[config.mk]
export PLATFORM = sky130hd
export DESIGN_NAME = pci_hybrid_arbiter
export DESIGN_NICKNAME = d
export VERILOG_FILES = /design/src/rtl/arb_pkg.sv /design/src/rtl/arb_prio_tree.sv /design/src/rtl/arb_stall_watch.sv /design/src/rtl/arb_cfg_regs.sv /design/src/rtl/pci_hybrid_arbiter.sv
export SDC_FILE = /design/constraint.sdc
export NUM_CORES = 1
export LEC_CHECK = 0
export BUFFER_PORTS_ARGS = -buffer_cell sky130_fd_sc_hd__buf_2
export CORE_MARGIN = 8
export CORE_UTILIZATION = 48
export CTS_CLUSTER_SIZE = 8
export DETAILED_ROUTE_END_ITERATION = 10
export PLACE_DENSITY = 0.81
export SLEW_MARGIN = 20
export SYNTH_ARGS = -nofsm -noshare
export SYNTH_HDL_FRONTEND = slang
export SYNTH_SLANG_ARGS = --single-unit
export TNS_END_PERCENT = 1
[constraint.sdc]
create_clock -name clk -period 1.9 [get_ports clk]
set_input_delay 0.285 -clock clk [delete_from_list [all_inputs] [get_ports clk]]
set_output_delay 0.285 -clock clk [all_outputs]
set_load 0.02 [all_outputs]
[src/rtl/arb_pkg.sv]
// Shared sizes and register field positions for the bus arbiter.
// Assumes four masters with a fixed binary tree of three priority nodes.
package arb_pkg;
    localparam int NM = 4;                     // masters, host last
    localparam int NE = NM - 1;                // external masters
    localparam int NV = 3;                     // tree node bits
    localparam logic [1:0] HOST_ID = 2'd3;

    localparam int KEEP_LSB = 0;
    localparam int FIX_LSB  = KEEP_LSB + NV;
    localparam int PRE_LSB  = FIX_LSB + NV;
    localparam int RTY_LSB  = PRE_LSB + NM;
    localparam int CLR_BIT  = RTY_LSB + NM;
    localparam int STAT_LSB = CLR_BIT + 1;
    localparam int RSV_LSB  = STAT_LSB + NE;
    localparam int CTRL_W   = RSV_LSB + 2;
endpackage

[src/rtl/arb_prio_tree.sv]
// Picks one eligible master from a 3-node tree of preference bits.
// Assumes exactly four masters: pair A = {0,1}, pair B = {2,host}.
module arb_prio_tree
    import arb_pkg::*;
(
    input  logic [NM-1:0] elig,
    input  logic [NV-1:0] eff,
    output logic [1:0]    win_idx,
    output logic          win_v
);
    logic [1:0] pick_a, pick_b;
    logic       any_a, any_b;

    // Resolve each leaf node, then the root between the pairs.
    always_comb begin
        any_a  = elig[0] | elig[1];
        any_b  = elig[2] | elig[3];
        if (eff[0]) pick_a = elig[1] ? 2'd1 : 2'd0;
        else        pick_a = elig[0] ? 2'd0 : 2'd1;
        if (eff[1]) pick_b = elig[3] ? 2'd3 : 2'd2;
        else        pick_b = elig[2] ? 2'd2 : 2'd3;
        if (eff[2]) win_idx = any_b ? pick_b : pick_a;
        else        win_idx = any_a ? pick_a : pick_b;
        win_v = any_a | any_b;
    end
endmodule

[src/rtl/arb_stall_watch.sv]
// Flags a master that holds the grant for TIMEOUT_CLKS edges without
// starting a cycle. Assumes 'start' pulses on the edge that grants it.
module arb_stall_watch #(
    parameter int TIMEOUT_CLKS = 16
) (
    input  logic clk,
    input  logic rst_n,
    input  logic held,
    input  logic start,
    input  logic frame_n,
    output logic hit
);
    localparam int CW = $clog2(TIMEOUT_CLKS + 1);
    logic [CW-1:0] cnt_q;
    logic          armed_q;

    assign hit = held && armed_q && frame_n && (cnt_q == CW'(TIMEOUT_CLKS - 1));

    // Count idle edges of a fresh grant until a cycle starts or time runs out.
    always_ff @(posedge clk) begin
        if (!rst_n) begin
            cnt_q   <= '0;
            armed_q <= 1'b0;
        end else if (held && armed_q) begin
            if (!frame_n || hit) armed_q <= 1'b0;
            else                 cnt_q   <= cnt_q + 1'b1;
        end else if (start) begin
            cnt_q   <= '0;
            armed_q <= 1'b1;
        end
    end
endmodule

[src/rtl/arb_cfg_regs.sv]
// Control register and sticky broken-master status.
// Assumes a single-clock write strobe; reads are combinational.
module arb_cfg_regs
    import arb_pkg::*;
(
    input  logic              clk,
    input  logic              rst_n,
    input  logic              wr_en,
    input  logic [CTRL_W-1:0] wr_data,
    input  logic [NE-1:0]     hit,
    output logic [NV-1:0]     keep,
    output logic [NV-1:0]     fixv,
    output logic [NM-1:0]     pre_en,
    output logic [NM-1:0]     rty_en,
    output logic [CTRL_W-1:0] rd_data
);
    logic [NE-1:0] stat_q;
    logic          unused_wr_bits;

    assign unused_wr_bits = ^wr_data[CTRL_W-1:STAT_LSB];

    // Hold control fields; writes replace all of them at once.
    always_ff @(posedge clk) begin
        if (!rst_n) begin
            keep   <= '0;
            fixv   <= '0;
            pre_en <= '0;
            rty_en <= '0;
        end else if (wr_en) begin
            keep   <= wr_data[KEEP_LSB +: NV];
            fixv   <= wr_data[FIX_LSB  +: NV];
            pre_en <= wr_data[PRE_LSB  +: NM];
            rty_en <= wr_data[RTY_LSB  +: NM];
        end
    end

    // Sticky status; a clear command overrides a same-edge detection.
    always_ff @(posedge clk) begin
        if (!rst_n)                         stat_q <= '0;
        else if (wr_en && wr_data[CLR_BIT]) stat_q <= '0;
        else                                stat_q <= stat_q | hit;
    end

    // Assemble read data; reserved and clear positions stay zero.
    always_comb begin
        rd_data                     = '0;
        rd_data[KEEP_LSB +: NV]     = keep;
        rd_data[FIX_LSB  +: NV]     = fixv;
        rd_data[PRE_LSB  +: NM]     = pre_en;
        rd_data[RTY_LSB  +: NM]     = rty_en;
        rd_data[STAT_LSB +: NE]     = stat_q;
    end
endmodule

[src/rtl/pci_hybrid_arbiter.sv]
// Four-master bus arbiter: tree priority mixing rotating and fixed bits,
// optional preemption, retry masking, broken-master detection.
// Assumes requests and frame are synchronous to clk; grant outputs are
// registered and a handover always inserts one idle clock.
module pci_hybrid_arbiter
    import arb_pkg::*;
#(
    parameter int TIMEOUT_CLKS = 16
) (
    input  logic              clk,
    input  logic              rst_n,
    input  logic [NM-1:0]     req_n,
    input  logic              frame_n,
    input  logic              retry,
    input  logic              wr_en,
    input  logic [CTRL_W-1:0] wr_data,
    output logic [NM-1:0]     gnt_n,
    output logic [CTRL_W-1:0] rd_data
);
    logic [NM-1:0] gnt_q, gnt_d, masked_q, masked_d, elig, req_v, other_req;
    logic [NV-1:0] rot_q, rot_d, eff, keep, fixv;
    logic [NM-1:0] pre_en, rty_en;
    logic [NE-1:0] hit;
    logic [1:0]    hold_idx, win_idx;
    logic          have, win_v, hreq, leave, issue;

    assign req_v = ~req_n;
    assign elig  = req_v & ~masked_q;
    assign eff   = (keep & fixv) | (~keep & rot_q);
    assign gnt_n = ~gnt_q;

    arb_prio_tree u_tree (
        .elig    (elig),
        .eff     (eff),
        .win_idx (win_idx),
        .win_v   (win_v)
    );

    // Encode the current owner.
    always_comb begin
        hold_idx = HOST_ID;
        for (int i = 0; i < NM; i++)
            if (gnt_q[i]) hold_idx = 2'(i);
        have = |gnt_q;
        hreq = elig[hold_idx];
    end

    // Decide whether the owner keeps, drops, or a new grant is issued.
    always_comb begin
        leave = have && (!hreq || pre_en[hold_idx])
                     && (win_v ? (win_idx != hold_idx) : (hold_idx != HOST_ID));
        issue = !have && win_v;
        gnt_d = gnt_q;
        if (!have)      gnt_d = win_v ? (NM'(1) << win_idx) : (NM'(1) << HOST_ID);
        else if (leave) gnt_d = '0;
    end

    // Move the served master to the least preferred rotating position.
    always_comb begin
        rot_d = rot_q;
        if (issue) begin
            if (!win_idx[1]) begin
                rot_d[0] = (win_idx == 2'd0);
                rot_d[2] = 1'b1;
            end else begin
                rot_d[1] = (win_idx == 2'd2);
                rot_d[2] = 1'b0;
            end
        end
    end

    // Set masks on a retry of the owner; release them so nobody starves.
    always_comb begin
        other_req = '0;
        for (int m = 0; m < NM; m++) begin
            other_req   = req_v & ~(NM'(1) << m);
            masked_d[m] = masked_q[m];
            if (masked_q[m] && ((issue && win_idx != 2'(m)) || other_req == '0))
                masked_d[m] = 1'b0;
            if (retry && have && hold_idx == 2'(m) && rty_en[m])
                masked_d[m] = 1'b1;
        end
    end

    // Register grant, rotation and mask state.
    always_ff @(posedge clk) begin
        if (!rst_n) begin
            gnt_q    <= NM'(1) << HOST_ID;
            rot_q    <= '0;
            masked_q <= '0;
        end else begin
            gnt_q    <= gnt_d;
            rot_q    <= rot_d;
            masked_q <= masked_d;
        end
    end

    for (genvar g = 0; g < NE; g++) begin : g_watch
        arb_stall_watch #(.TIMEOUT_CLKS(TIMEOUT_CLKS)) u_watch (
            .clk     (clk),
            .rst_n   (rst_n),
            .held    (gnt_q[g]),
            .start   (gnt_d[g] & ~gnt_q[g]),
            .frame_n (frame_n),
            .hit     (hit[g])
        );
    end

    arb_cfg_regs u_regs (
        .clk     (clk),
        .rst_n   (rst_n),
        .wr_en   (wr_en),
        .wr_data (wr_data),
        .hit     (hit),
        .keep    (keep),
        .fixv    (fixv),
        .pre_en  (pre_en),
        .rty_en  (rty_en),
        .rd_data (rd_data)
    );
endmodule

==> reports/results.tsv <==
stage	metric	value	unit
floorplan	pin_count	53	
clocking	hold_buffers	0	
grt	grt_remaining_overflow	0	
sta	finClkSkew	7.622	ps
route	wl	5.733	mm
run_status	status	finished, violations left	
floorplan	start_util	49.32	%
floorplan	rows	25	
pwr	vdd_ir_drop_max	0.4687	mV
final_layout	area_delta_synth_final	25.04	%
final_layout	antenna_cells	0	
setup_path	required	2120	ps
final_layout	fin_util	61.66	%
clocking	clk_latency	290	ps
logic_synthesis	ys_ff_latch	46	
setup_path	worstSetupStartpointType	register	
setup_path	path_delay_family	simple AND/OR/NAND/NOR gates	
clocking	clk_pin_slew	90	ps
placement	dp.cells	374	
sta	fin_crit_sh	101.2	%
sta	fmax	520.0	MHz
setup_path	cp_slowest_cell	or4_4	
grt	grt_pass1_wl	9.597	mm
final_layout	multi_input_area	0.001350	sq mm
route	drt-pass1-iter-count	4	
logic_synthesis	synth_async_sr_flop_share	0	%
final_layout	final.fill_count	388	
clocking	cts.root.buffer_cell	clkbuf_8	
route	wl_per_cell	14.97	um
floorplan	dieArea	0.007259	sq mm
setup_path	crit_chain	nor2_4 > and3b_1 > or4_4 > a311oi_2 > a31oi_1 > a31oi_1	
clocking	htreeDepth	2	
sta	setup_viol	2	
logic_synthesis	synth_cells	265	
floorplan	core_area	0.004661	sq mm
logic_synthesis	seq_area_frac_synth	40.07	%
logic_synthesis	syn_area	0.002298	sq mm
sta	hold-worst-slack	224.4	ps
clocking	numCtsBuffers	5	
clocking	clockBufferDepth	2	
grt	grt_max_degree	23	
setup_path	path_depth	6	
setup_path	crit_start	masked_q[1]	
floorplan	fp.dieW	85.20	um
min_path	hold_class	in -> reg	
placement	numPortBuffers	44	
final_layout	fin_cells	383	
logic_synthesis	synth-edff-count	0	
final_layout	num-nets-final	363	
setup_path	endpoint_kind	register	
logic_synthesis	yosys_warnings	0	
min_path	worstHoldPathCells	3	
setup_path	regToRegSetupSlack	-20	ps
route	ant_nets	0	
grt	grt_pass1_vias	2130	
setup_path	worst_path_most_repeated_cell	a31oi_1	
clocking	clock_sinks	46	
logic_synthesis	synth.avg_cell_area	8.673	sq um
sta	setup_tns	-33.73	ps
route	drt_iter0_drc	153	
floorplan	die_h	85.20	um
min_path	hp-start	wr_data[4]	
placement	hpwl	4.231	mm
grt	grt_antenna_before_repair	0	
setup_path	reg2reg_from	masked_q[1]	
logic_synthesis	synth.distinct_cells	49	
sta	finalHoldViolations	0	
job	max_cap_viol_count	0	
run_status	violations	setup timing	
clocking	cts_tree	built	
placement	gp_congestion	0.9262	
final_layout	drive_above_1_share	30.40	%
sta	period_needed	1923	ps
final_layout	design_area	0.002874	sq mm
setup_path	cp_num_buf_inv	0	
sta	rsz0062_at_grt	yes	
pwr	powerDensity	720.4	mW/mm^2
setup_path	slowest_delay	560	ps
route	via_per_inst	5.679	
setup_path	worstPathArrival	2140	ps
pwr	p_leak	1.215	nW
final_layout	regArea	925.9	sq um
placement	placed_area	0.002684	sq mm
grt	gr-usage-all-layers	15.83	%
sta	drv_slew	0	
route	drc_errors	0	
sta	layout_setup_ws	-22.98	ps
setup_path	path_max_fanout	4	
setup_path	path_class	reg -> reg	
logic_synthesis	synthFlopType	dfxtp_1	
route	via_count	2175	
setup_path	reg2regPathDepth	6	
==> synth_stat cells, drive strengths merged, types with 2 or more instances <==
master / n / area [sq um]
inv: 9 / 33.78
nor3: 8 / 45.04
o31ai: 2 / 15.01
nand4: 7 / 43.79
nand3: 12 / 60.06
dfxtp: 46 / 920.9
ha: 6 / 75.07
nor4: 2 / 25.02
nand2b: 2 / 12.51
o22ai: 2 / 18.77
xor2: 7 / 61.31
a31oi: 4 / 25.02
and3: 4 / 25.02
nor2b: 2 / 12.51
a41oi: 3 / 26.28
buf: 5 / 38.78
or2: 2 / 12.51
nand2: 18 / 67.56
o21ai: 12 / 60.06
mux2i: 17 / 182.7
o211ai: 2 / 15.01
o2111ai: 6 / 52.55
a21oi: 19 / 95.09
or3: 3 / 18.77
xnor2: 2 / 17.52
o2111a: 2 / 22.52
clkbuf: 8 / 50.05
nor2: 39 / 151.4
==> report_power, final <==
part	internal (mW)	switching (mW)	leakage (nW)
Sequential	1.00	0.0318	0.375
Combinational	0.172	0.249	0.791
Clock	0.294	0.323	0.0482
Total	1.47	0.604	1.21
==> registers in the layout, summed over array words and instances (netlist names) <==
signal and flops:
u_regs.stat_q 3, gnt_q 4, u_regs.rty_en 4, u_regs.keep 3, u_regs.pre_en 4, rot_q 3
g_watch.u_watch.cnt_q 15, masked_q 4, u_regs.fixv 3, g_watch.u_watch.armed_q 3
==> metrics by stage <==
stage               setup slack, ps  power [mW]
floorplan                     10.92       1.289
global placement              10.12       1.426
detailed placement           -8.712       1.432
CTS                           3.110       2.038
global route                 -98.96       2.156
finish                       -22.98       2.070
==> tightest hold or removal path, delay by kind of cell <==
| family | cells | cell delay [ps] |
|---|---|---|
| mux | 1 | 60 |
| buf+inv | 1 | 70 |
| simple gates | 1 | 70 |
==> metal layers <==
metal  part of all wire [%]  up-vias  wire length [um]  global-route usage, %
met5                      0        -                 0                      0
met2                     45       72              2605                  25.43
li1                       -     1084                 -                      -
met4                    2.3        0               129                  6.958
met3                    5.5       12               313                  3.668
met1                     47     1007              2685                  19.64
==> final cells by class <==
type,instances,share of cell area (%)
Inverter,9,1.175
Clock inverter,1,0.1741
Multi-Input combinational cell,199,46.97
Clock buffer,7,3.004
Timing Repair Buffer,67,14.11
Sequential cell,46,32.22
Tap cell,54,2.351
==> placed cells by master, fill, tap and decap left out, types with 2 or more instances in the layout <==
cell and instances:
dfxtp_1 44, buf_2 44, nor2_1 35, buf_4 22, nand2_1 18, a21oi_1 18, mux2i_1 14, nand3_1 12
o21ai_0 11, inv_1 9, xor2_1 7, nand4_1 7, nor3_1 6, ha_1 6, clkbuf_8 6, o2111ai_1 5
a31oi_1 4, and3_1 3, nor2_2 3, a41oi_1 3, conb_1 3, nand2b_1 2, or2_2 2, mux2i_4 2
or3_1 2, o211ai_1 2, nor2b_1 2, xnor2_1 2
==> cell families after synthesis <==
group                    count (synthesis)  share of synthesized area [%]
AO/OA/AOI/OAI                           60                          17.31
multiplexers                            17                          7.948
XOR/XNOR                                 9                          3.430
adder cells (fa/ha/maj)                  6                          3.266
flip-flops                              46                          40.07
buffers and inverters                   22                          5.334
other                                    1                         0.1632
AND/OR/NAND/NOR                        104                          22.48
==> what timing repair did <==
item / 4_1_cts / 5_1_grt
resized for setup: 4 / 17
endpoints found under the setup margin: 5 / 24
hold endpoints to repair: 0 / 0
pin swaps: 1 / 3
buffers inserted: 0 / 1
==> final timing paths <==
check                      to
min reg2reg  u_regs.stat_q[1]
max reg2reg          gnt_q[0]
min            u_regs.fixv[1]
max                  gnt_q[0]
Note: power is estimated with default switching activity, not from simulation.
